<file path="src/rtl/fpctl_pkg.sv">
package fpctl_pkg;
   localparam int NUM_REGS = 5;

   // register offsets (byte), order matches decode index
   localparam logic [11:0] OFF_CPAC = 12'hD88;
   localparam logic [11:0] OFF_NSAC = 12'hD8C;
   localparam logic [11:0] OFF_FCCR = 12'hF34;
   localparam logic [11:0] OFF_FCAR = 12'hF38;
   localparam logic [11:0] OFF_FDSC = 12'hF3C;
   localparam logic [11:0] OFF_TABLE [NUM_REGS] =
      '{OFF_CPAC, OFF_NSAC, OFF_FCCR, OFF_FCAR, OFF_FDSC};

   localparam int IX_CPAC = 0;
   localparam int IX_NSAC = 1;
   localparam int IX_FCCR = 2;
   localparam int IX_FCAR = 3;
   localparam int IX_FDSC = 4;

   // write-keep masks of the plain registers
   localparam logic [31:0] CPAC_KEEP = 32'h00F0_0000;
   localparam logic [31:0] NSAC_KEEP = 32'h0000_0C00;
   localparam logic [31:0] FCAR_KEEP = 32'hFFFF_FFF8;
   localparam logic [31:0] FDSC_KEEP = 32'h07C0_0000;

   // context control bit positions used by the split-write logic
   localparam int B_HFRD   = 4;
   localparam int B_BFRD   = 6;
   localparam int B_MONRD  = 8;
   localparam int B_CLRLCK = 27;
   localparam int B_CLRRET = 28;
   localparam int B_LSPLCK = 29;
   localparam int B_LSPEN  = 30;

   localparam logic [31:0] CCR_DEFINED  = 32'hFC00_07FF;
   localparam logic [31:0] CCR_OLDREV   = 32'hC000_017B;
   localparam logic [31:0] CCR_BANKED   = 32'h0000_062B;
   localparam logic [31:0] CCR_RESET    = 32'hC000_0000;
   localparam logic [31:0] CCR_NS_TOUCH = 32'h5000_0150;
endpackage

</file>
<file path="src/rtl/fpctl_bank.sv">
module fpctl_bank #(
   parameter int          DW    = 32,
   parameter int          NCOPY = 2,
   parameter logic [DW-1:0] WMASK = '1
) (
   input  logic          clk,
   input  logic          rst_n,
   input  logic          we,
   input  logic          sel,
   input  logic [DW-1:0] wdata,
   output logic [DW-1:0] rdata
);
   logic [DW-1:0] q [NCOPY];

   initial begin
      assert (NCOPY == 1 || NCOPY == 2) else $error("fpctl_bank: NCOPY must be 1 or 2");
   end

   for (genvar c = 0; c < NCOPY; c++) begin : g_copy
      localparam logic CB = (c != 0);
      logic hit;
      assign hit = (NCOPY == 1) || (sel == CB);
      always_ff @(posedge clk) begin
         if (!rst_n)
            q[c] <= '0;
         else if (we && hit)
            q[c] <= wdata & WMASK;
      end
   end

   if (NCOPY == 2) begin : g_two
      assign rdata = sel ? q[1] : q[0];

      // a write to one security copy leaves the other copy alone
      other_copy_chk: assert property (@(posedge clk) disable iff (!rst_n)
         (we && sel) |=> $stable(q[0]));
   end else begin : g_one
      logic unused_sel;
      assign unused_sel = sel;
      assign rdata = q[0];
   end
endmodule

</file>
<file path="src/rtl/fpctl_ccr.sv">
module fpctl_ccr
   import fpctl_pkg::*;
#(
   parameter int DW = 32
) (
   input  logic          clk,
   input  logic          rst_n,
   input  logic          we,
   input  logic          secure,
   input  logic          rev_new,
   input  logic          fault_grant,
   input  logic [DW-1:0] wdata,
   output logic [DW-1:0] rdata
);
   logic [31:0] s_q, ns_q, v, s_nx, ns_view;

   initial begin
      assert (DW == 32) else $error("fpctl_ccr: DW must be 32");
   end

   always_comb begin
      v = wdata & CCR_DEFINED;
      if (!rev_new) v = v & CCR_OLDREV;
      s_nx = s_q;
      if (secure) begin
         s_nx = v;
      end else begin
         if (!s_q[B_LSPLCK]) s_nx[B_LSPEN]  = v[B_LSPEN];
         if (!s_q[B_CLRLCK]) s_nx[B_CLRRET] = v[B_CLRRET];
         if (fault_grant) begin
            s_nx[B_HFRD] = v[B_HFRD];
            s_nx[B_BFRD] = v[B_BFRD];
         end
         s_nx[B_MONRD] = v[B_MONRD];
      end
   end

   always_ff @(posedge clk) begin
      if (!rst_n) begin
         s_q  <= CCR_RESET;
         ns_q <= '0;
      end else if (we) begin
         s_q <= s_nx;
         if (!secure) ns_q <= v & CCR_BANKED;
      end
   end

   always_comb begin
      ns_view = '0;
      ns_view[B_LSPEN]  = 1'b1;
      ns_view[B_CLRRET] = 1'b1;
      ns_view[B_MONRD]  = 1'b1;
      ns_view[B_HFRD]   = fault_grant;
      ns_view[B_BFRD]   = fault_grant;
      rdata = secure ? s_q : ((s_q & ns_view) | ns_q);
   end


   lsp_lock_chk: assert property (@(posedge clk) disable iff (!rst_n)
      (we && !secure && s_q[B_LSPLCK]) |=> $stable(s_q[B_LSPEN]));


   ns_scope_chk: assert property (@(posedge clk) disable iff (!rst_n)
      (we && !secure) |=> (((s_q ^ $past(s_q)) & ~CCR_NS_TOUCH) == 32'h0));


   oldrev_chk: assert property (@(posedge clk) disable iff (!rst_n)
      (we && secure && !rev_new) |=> ((s_q & ~CCR_OLDREV) == 32'h0));
endmodule

</file>
<file path="src/rtl/fpctl_regbank.sv">
module fpctl_regbank
   import fpctl_pkg::*;
#(
   parameter int DW = 32,
   parameter int AW = 12
) (
   input  logic          clk,
   input  logic          rst_n,
   input  logic          rd_en,
   input  logic          wr_en,
   input  logic [AW-1:0] addr,
   input  logic          secure,
   input  logic [DW-1:0] wdata,
   input  logic          fp_present,
   input  logic          rev_new,
   input  logic          fault_grant,
   output logic [DW-1:0] rdata,
   output logic          rd_miss
);
   localparam int NR = NUM_REGS;

   initial begin
      assert (DW == 32) else $error("fpctl_regbank: DW must be 32");
      assert (AW >= 12) else $error("fpctl_regbank: AW must cover 12-bit offsets");
   end

   logic [NR-1:0] hit, wsel;
   logic          listed;

   for (genvar i = 0; i < NR; i++) begin : g_dec
      assign hit[i]  = (addr == AW'(OFF_TABLE[i]));
      assign wsel[i] = wr_en && fp_present && hit[i];
   end
   assign listed = |hit;

   logic [DW-1:0] cpac_q, nsac_q, fcar_q, fdsc_q, fccr_rd, rd_mux;

   fpctl_bank #(.DW(DW), .NCOPY(2), .WMASK(CPAC_KEEP)) u_cpac (
      .clk(clk), .rst_n(rst_n), .we(wsel[IX_CPAC]), .sel(secure),
      .wdata(wdata), .rdata(cpac_q));

   fpctl_bank #(.DW(DW), .NCOPY(1), .WMASK(NSAC_KEEP)) u_nsac (
      .clk(clk), .rst_n(rst_n), .we(wsel[IX_NSAC] && secure), .sel(secure),
      .wdata(wdata), .rdata(nsac_q));

   fpctl_bank #(.DW(DW), .NCOPY(2), .WMASK(FCAR_KEEP)) u_fcar (
      .clk(clk), .rst_n(rst_n), .we(wsel[IX_FCAR]), .sel(secure),
      .wdata(wdata), .rdata(fcar_q));

   fpctl_bank #(.DW(DW), .NCOPY(2), .WMASK(FDSC_KEEP)) u_fdsc (
      .clk(clk), .rst_n(rst_n), .we(wsel[IX_FDSC]), .sel(secure),
      .wdata(wdata), .rdata(fdsc_q));

   fpctl_ccr #(.DW(DW)) u_fccr (
      .clk(clk), .rst_n(rst_n), .we(wsel[IX_FCCR]), .secure(secure),
      .rev_new(rev_new), .fault_grant(fault_grant),
      .wdata(wdata), .rdata(fccr_rd));

   always_comb begin
      rd_mux = '0;
      if (fp_present) begin
         unique case (1'b1)
            hit[IX_CPAC]: rd_mux = cpac_q;
            hit[IX_NSAC]: rd_mux = secure ? nsac_q : '0;
            hit[IX_FCCR]: rd_mux = fccr_rd;
            hit[IX_FCAR]: rd_mux = fcar_q;
            hit[IX_FDSC]: rd_mux = fdsc_q;
            default:      rd_mux = '0;
         endcase
      end
   end

   always_ff @(posedge clk) begin
      if (!rst_n) begin
         rdata   <= '0;
         rd_miss <= 1'b0;
      end else begin
         rd_miss <= rd_en && !listed;
         if (rd_en) rdata <= rd_mux;
      end
   end


   absent_zero_chk: assert property (@(posedge clk) disable iff (!rst_n)
      (rd_en && !fp_present) |=> (rdata == '0));


   nsac_ns_wi_chk: assert property (@(posedge clk) disable iff (!rst_n)
      (wr_en && !secure) |=> $stable(u_nsac.rdata));


   miss_chk: assert property (@(posedge clk) disable iff (!rst_n)
      (rd_en && !listed) |=> (rd_miss && rdata == '0));
endmodule

</file>
<file path="config.mk">
export PLATFORM = sky130hd
export DESIGN_NAME = fpctl_regbank
export DESIGN_NICKNAME = d
export VERILOG_FILES = /design/src/rtl/fpctl_pkg.sv /design/src/rtl/fpctl_bank.sv /design/src/rtl/fpctl_ccr.sv /design/src/rtl/fpctl_regbank.sv
export SDC_FILE = /design/constraint.sdc
export NUM_CORES = 1
export LEC_CHECK = 0
export CELL_PAD_IN_SITES_DETAIL_PLACEMENT = 0
export CELL_PAD_IN_SITES_GLOBAL_PLACEMENT = 1
export CORE_MARGIN = 1.5
export CORE_UTILIZATION = 47
export DETAILED_ROUTE_END_ITERATION = 12
export GPL_TIMING_DRIVEN = 0
export PLACE_DENSITY_LB_ADDON = 0.1
export SLEW_MARGIN = 20
export SYNTH_ARGS = -nofsm -noshare
export SYNTH_HDL_FRONTEND = slang
export SYNTH_SLANG_ARGS = --single-unit
</file>
<file path="constraint.sdc">
create_clock -name clk -period 13.2 [get_ports clk]
set_clock_uncertainty 0.2 [all_clocks]
set_input_delay 3.96 -clock clk [delete_from_list [all_inputs] [get_ports clk]]
set_output_delay 3.96 -clock clk [all_outputs]
set_load 0.01 [all_outputs]
</file>
==> impl_metrics.tcl <==
set metrics [dict create \
    fin_tns_setup_ns 0 \
    numPortBuffers 82 \
    dieWidth_um 116.7 \
    status "finished clean" \
    synth_ff_type "edfxtp_1" \
    htree_num_levels 4 \
    cp_top_family "buffers and inverters" \
    power_density_nw_per_um2 128.1 \
    first_iter_violations 318 \
    fmax_mhz 157.2 \
    cts_sinks 134 \
    grt_pass1_wl_um 23230 \
    holdCritPathClass "reg -> reg" \
    crit_path_start "addr[2]" \
    clk_pin_slew_ns 0.05 \
    synth-compound-area-share 0.08522 \
    dieArea_um2 13620 \
    cp-start-kind "primary input" \
    grt_overflow 0 \
    antenna_cells 0 \
    antenna_found_initial 0 \
    arrival_ns 6.28 \
    synthMuxAreaShare 0.1029 \
    cts_root_buf "clkbuf_16" \
    grt_pass1_vias 4222 \
    worstMarginPinSlew_ns 0.9466 \
    power.leakage_nw 2.838 \
    relSlewSlack 0.3637 \
    synth-edff-count 78 \
    die-height_um 116.7 \
    wl_um 15440 \
    seq_area_frac_synth 0.5698 \
    syn_area_per_cell_um2 11.64 \
    timing.final.crit_share 0.4818 \
    setup_viol 0 \
    route.met2.wl_um 7642 \
    ys_warn_count 0 \
    synth_area_leader_cell "edfxtp_1" \
    routabilityCongestion 0.8769 \
    yosys.area_share.adder 0 \
    nNetsFinal 677 \
    ys_types 50 \
    netlist_instances 522 \
    hold_path_end "rdata[1]$_SDFFE_PN0P_" \
    crit_path_max_fanout 17 \
    dr.pass1.iters 5 \
    final_antenna_net_count 0 \
    ioPinCount 85 \
    path_cells "clkdlybuf4s50_1 > nand2b_1 > buf_2 > or4_1 > buf_6 > o21ai_4 > buf_16" \
    r2r-end "rdata[25]$_SDFFE_PN0P_" \
    wl_per_cell_um 19.06 \
    path_class "in -> reg" \
    worst_r2r_path_depth 2 \
    met1_length_um 6704 \
    cts_buffers 17 \
    hpwl_um 10940 \
    cts_tree "done" \
    grt_max_degree 18 \
    grt_util_all_layers 0.2399 \
    end_kind "flip-flop" \
    highest_layer "met4" \
    cp.required_ns 13.12 \
    ys_async_sr_fraction 0 \
    path_buf_inv 4 \
    rows 41 \
    num_vias 4437 \
    hold_violations 0 \
    syn_to_final_growth_pct 28.34 \
    clockBufferDepth 2 \
    preCtsSetupSlack_ns 6.409 \
    core-area_um2 12620 \
    ctsHoldBuffers 0 \
    worst_slack_ns 6.840 \
    avgViaCountPerCell 5.478 \
    cts_resized 0 \
    fillCellCount 1071 \
    synth_top_family_by_area "simple AND/OR/NAND/NOR gates" \
    worstSkewPairLatency_ns 0.42 \
    worst_r2r_startpoint "u_fdsc.q[1][3]$_SDFFCE_PN0P_" \
    hold_slack_ns 0.2568 \
    peakVddDrop_mv 0.08152 \
    hold_start "rdata[1]$_SDFFE_PN0P_" \
    dr_wl_met3_um 936 \
    drv_cap 0 \
    ys_ff_latch 134 \
    hold_path_depth 2 \
    cp_slowest_cell "or4_1" \
    rsz0062_at_grt "false" \
    fin_crit_ns 6.360 \
    r2r_slack_ns 11.79 \
    yosysTopAreaCellShare 0.3853 \
    yosys.area_share.simple 0.2085 \
    max_stage_delay_ns 0.55 \
    drive_gt1_frac 0.09404 \
    drcViolationCount 0 \
    syn_nets 574 \
    syn-cell-area_um2 6078 \
    drv_slew 0 \
    synth_area_leaders "edfxtp_1 39%, dfxtp_1 18%, mux2i_1 9.6%" \
    post_cts_buffers 0 \
    start_util 0.4817 \
    synth_xor_area_frac 0 \
]
## layout by cell type (no fill, tap or decap), types with 3 or more instances in the layout
master           count
mux2i_1             58
nor2b_1             17
a21oi_1             17
nand4_1              7
nor2_1              29
buf_2               10
nor3_1               4
edfxtp_1            78
nand3_1             11
o211ai_1             3
clkdlybuf4s50_1     82
nand2b_1             6
a22o_1               4
o2bb2ai_1            8
o22ai_1              9
a2bb2oi_1            8
o21ai_0             15
dfxtp_1             56
nand2_1             29
nor4_1               3
and2_1              77
clkbuf_16           19
inv_1                8
and4b_1              4
nand4b_1             4
clkbuf_1            21
buf_6                5
## area by class of cell
class	count	area, um2	share of cell area
well taps	172	215.2	0.02759
clock inverters	6	87.58	0.01123
repair buffers	84	875.8	0.1123
multi-input cells	348	2434	0.3119
clock buffers	26	521.8	0.06688
flip-flops and latches	134	3463	0.4439
inverters	8	30.03	0.003849
plain buffers	32	173.9	0.02229
## synth_stat cells, types with 5 or more instances
library cell and count:
nand3_1 11, buf_2 10, edfxtp_1 78, nand2_1 29, and2_1 77, nand2b_1 6
mux2i_1 58, a2bb2oi_1 8, clkbuf_1 16, o21ai_0 17, buf_6 5, nand4_1 7
inv_1 8, o2bb2ai_1 8, dfxtp_1 56, a21oi_1 17, nor2_1 29, nor2b_1 17
o22ai_1 9
## where the power goes
group	switching, mW	internal, mW	total, mW
Sequential	0.00312	0.453	0.457
Combinational	0.0365	0.0280	0.0645
Clock	0.168	0.311	0.479
Total	0.208	0.792	1.00
## sequential cells by signal, indices dropped and copies added, names as in the netlist
| name | flops |
|---|---|
| rd_miss | 1 |
| rdata | 32 |
| u_cpac.q | 8 |
| u_fcar.q | 58 |
| u_fccr.ns_q | 6 |
| u_fccr.s_q | 17 |
| u_fdsc.q | 10 |
| u_nsac.q | 2 |
## kinds of logic after synthesis
group                  count (synthesis)
buffers and inverters                 40
AOI/OAI and AO/OA                     76
DFF                                  134
and+or+nand+nor                      212
muxes                                 60
## per-layer routing
| metal | vias up | global-route usage |
|---|---|---|
| met5 | - | 0 |
| met4 | 0 | 0.07068 |
| li1 | 2111 | - |
| met3 | 10 | 0.05760 |
| met2 | 159 | 0.4043 |
| met1 | 2157 | 0.3086 |
## worst max path at each step
| stage | endpoint | slack (ns) | depth (start not counted) |
|---|---|---|---|
| floorplan | u_fcar.q[0][0]$_SDFFCE_PN0P_ | 5.51 | 4 |
| global placement | u_fcar.q[1][24]$_SDFFCE_PN0P_ | 3.17 | 6 |
| detailed placement | u_fcar.q[1][2]$_SDFFCE_PN0P_ | 6.41 | 7 |
| CTS | u_fcar.q[1][24]$_SDFFCE_PN0P_ | 6.84 | 7 |
| global route | u_fdsc.q[1][1]$_SDFFCE_PN0P_ | 6.69 | 6 |
| finish | u_fcar.q[1][24]$_SDFFCE_PN0P_ | 6.84 | 7 |
## metrics by stage
stage	power, mW	cells	util	area, um2
global route	1.030	810	0.6182	7801
global placement	0.5271	776	0.5638	7114
finish	0.9997	810	0.6182	7801
detailed placement	0.5297	778	0.5699	7192
CTS	1.007	810	0.6182	7801
floorplan	0.4946	522	-	6078
## worst min-delay path, stage by stage (launching register included)
cell     delay, ns
dfxtp_1       0.32
nand2_1       0.04
o21ai_0       0.06
(Power assumes the default switching activity.)
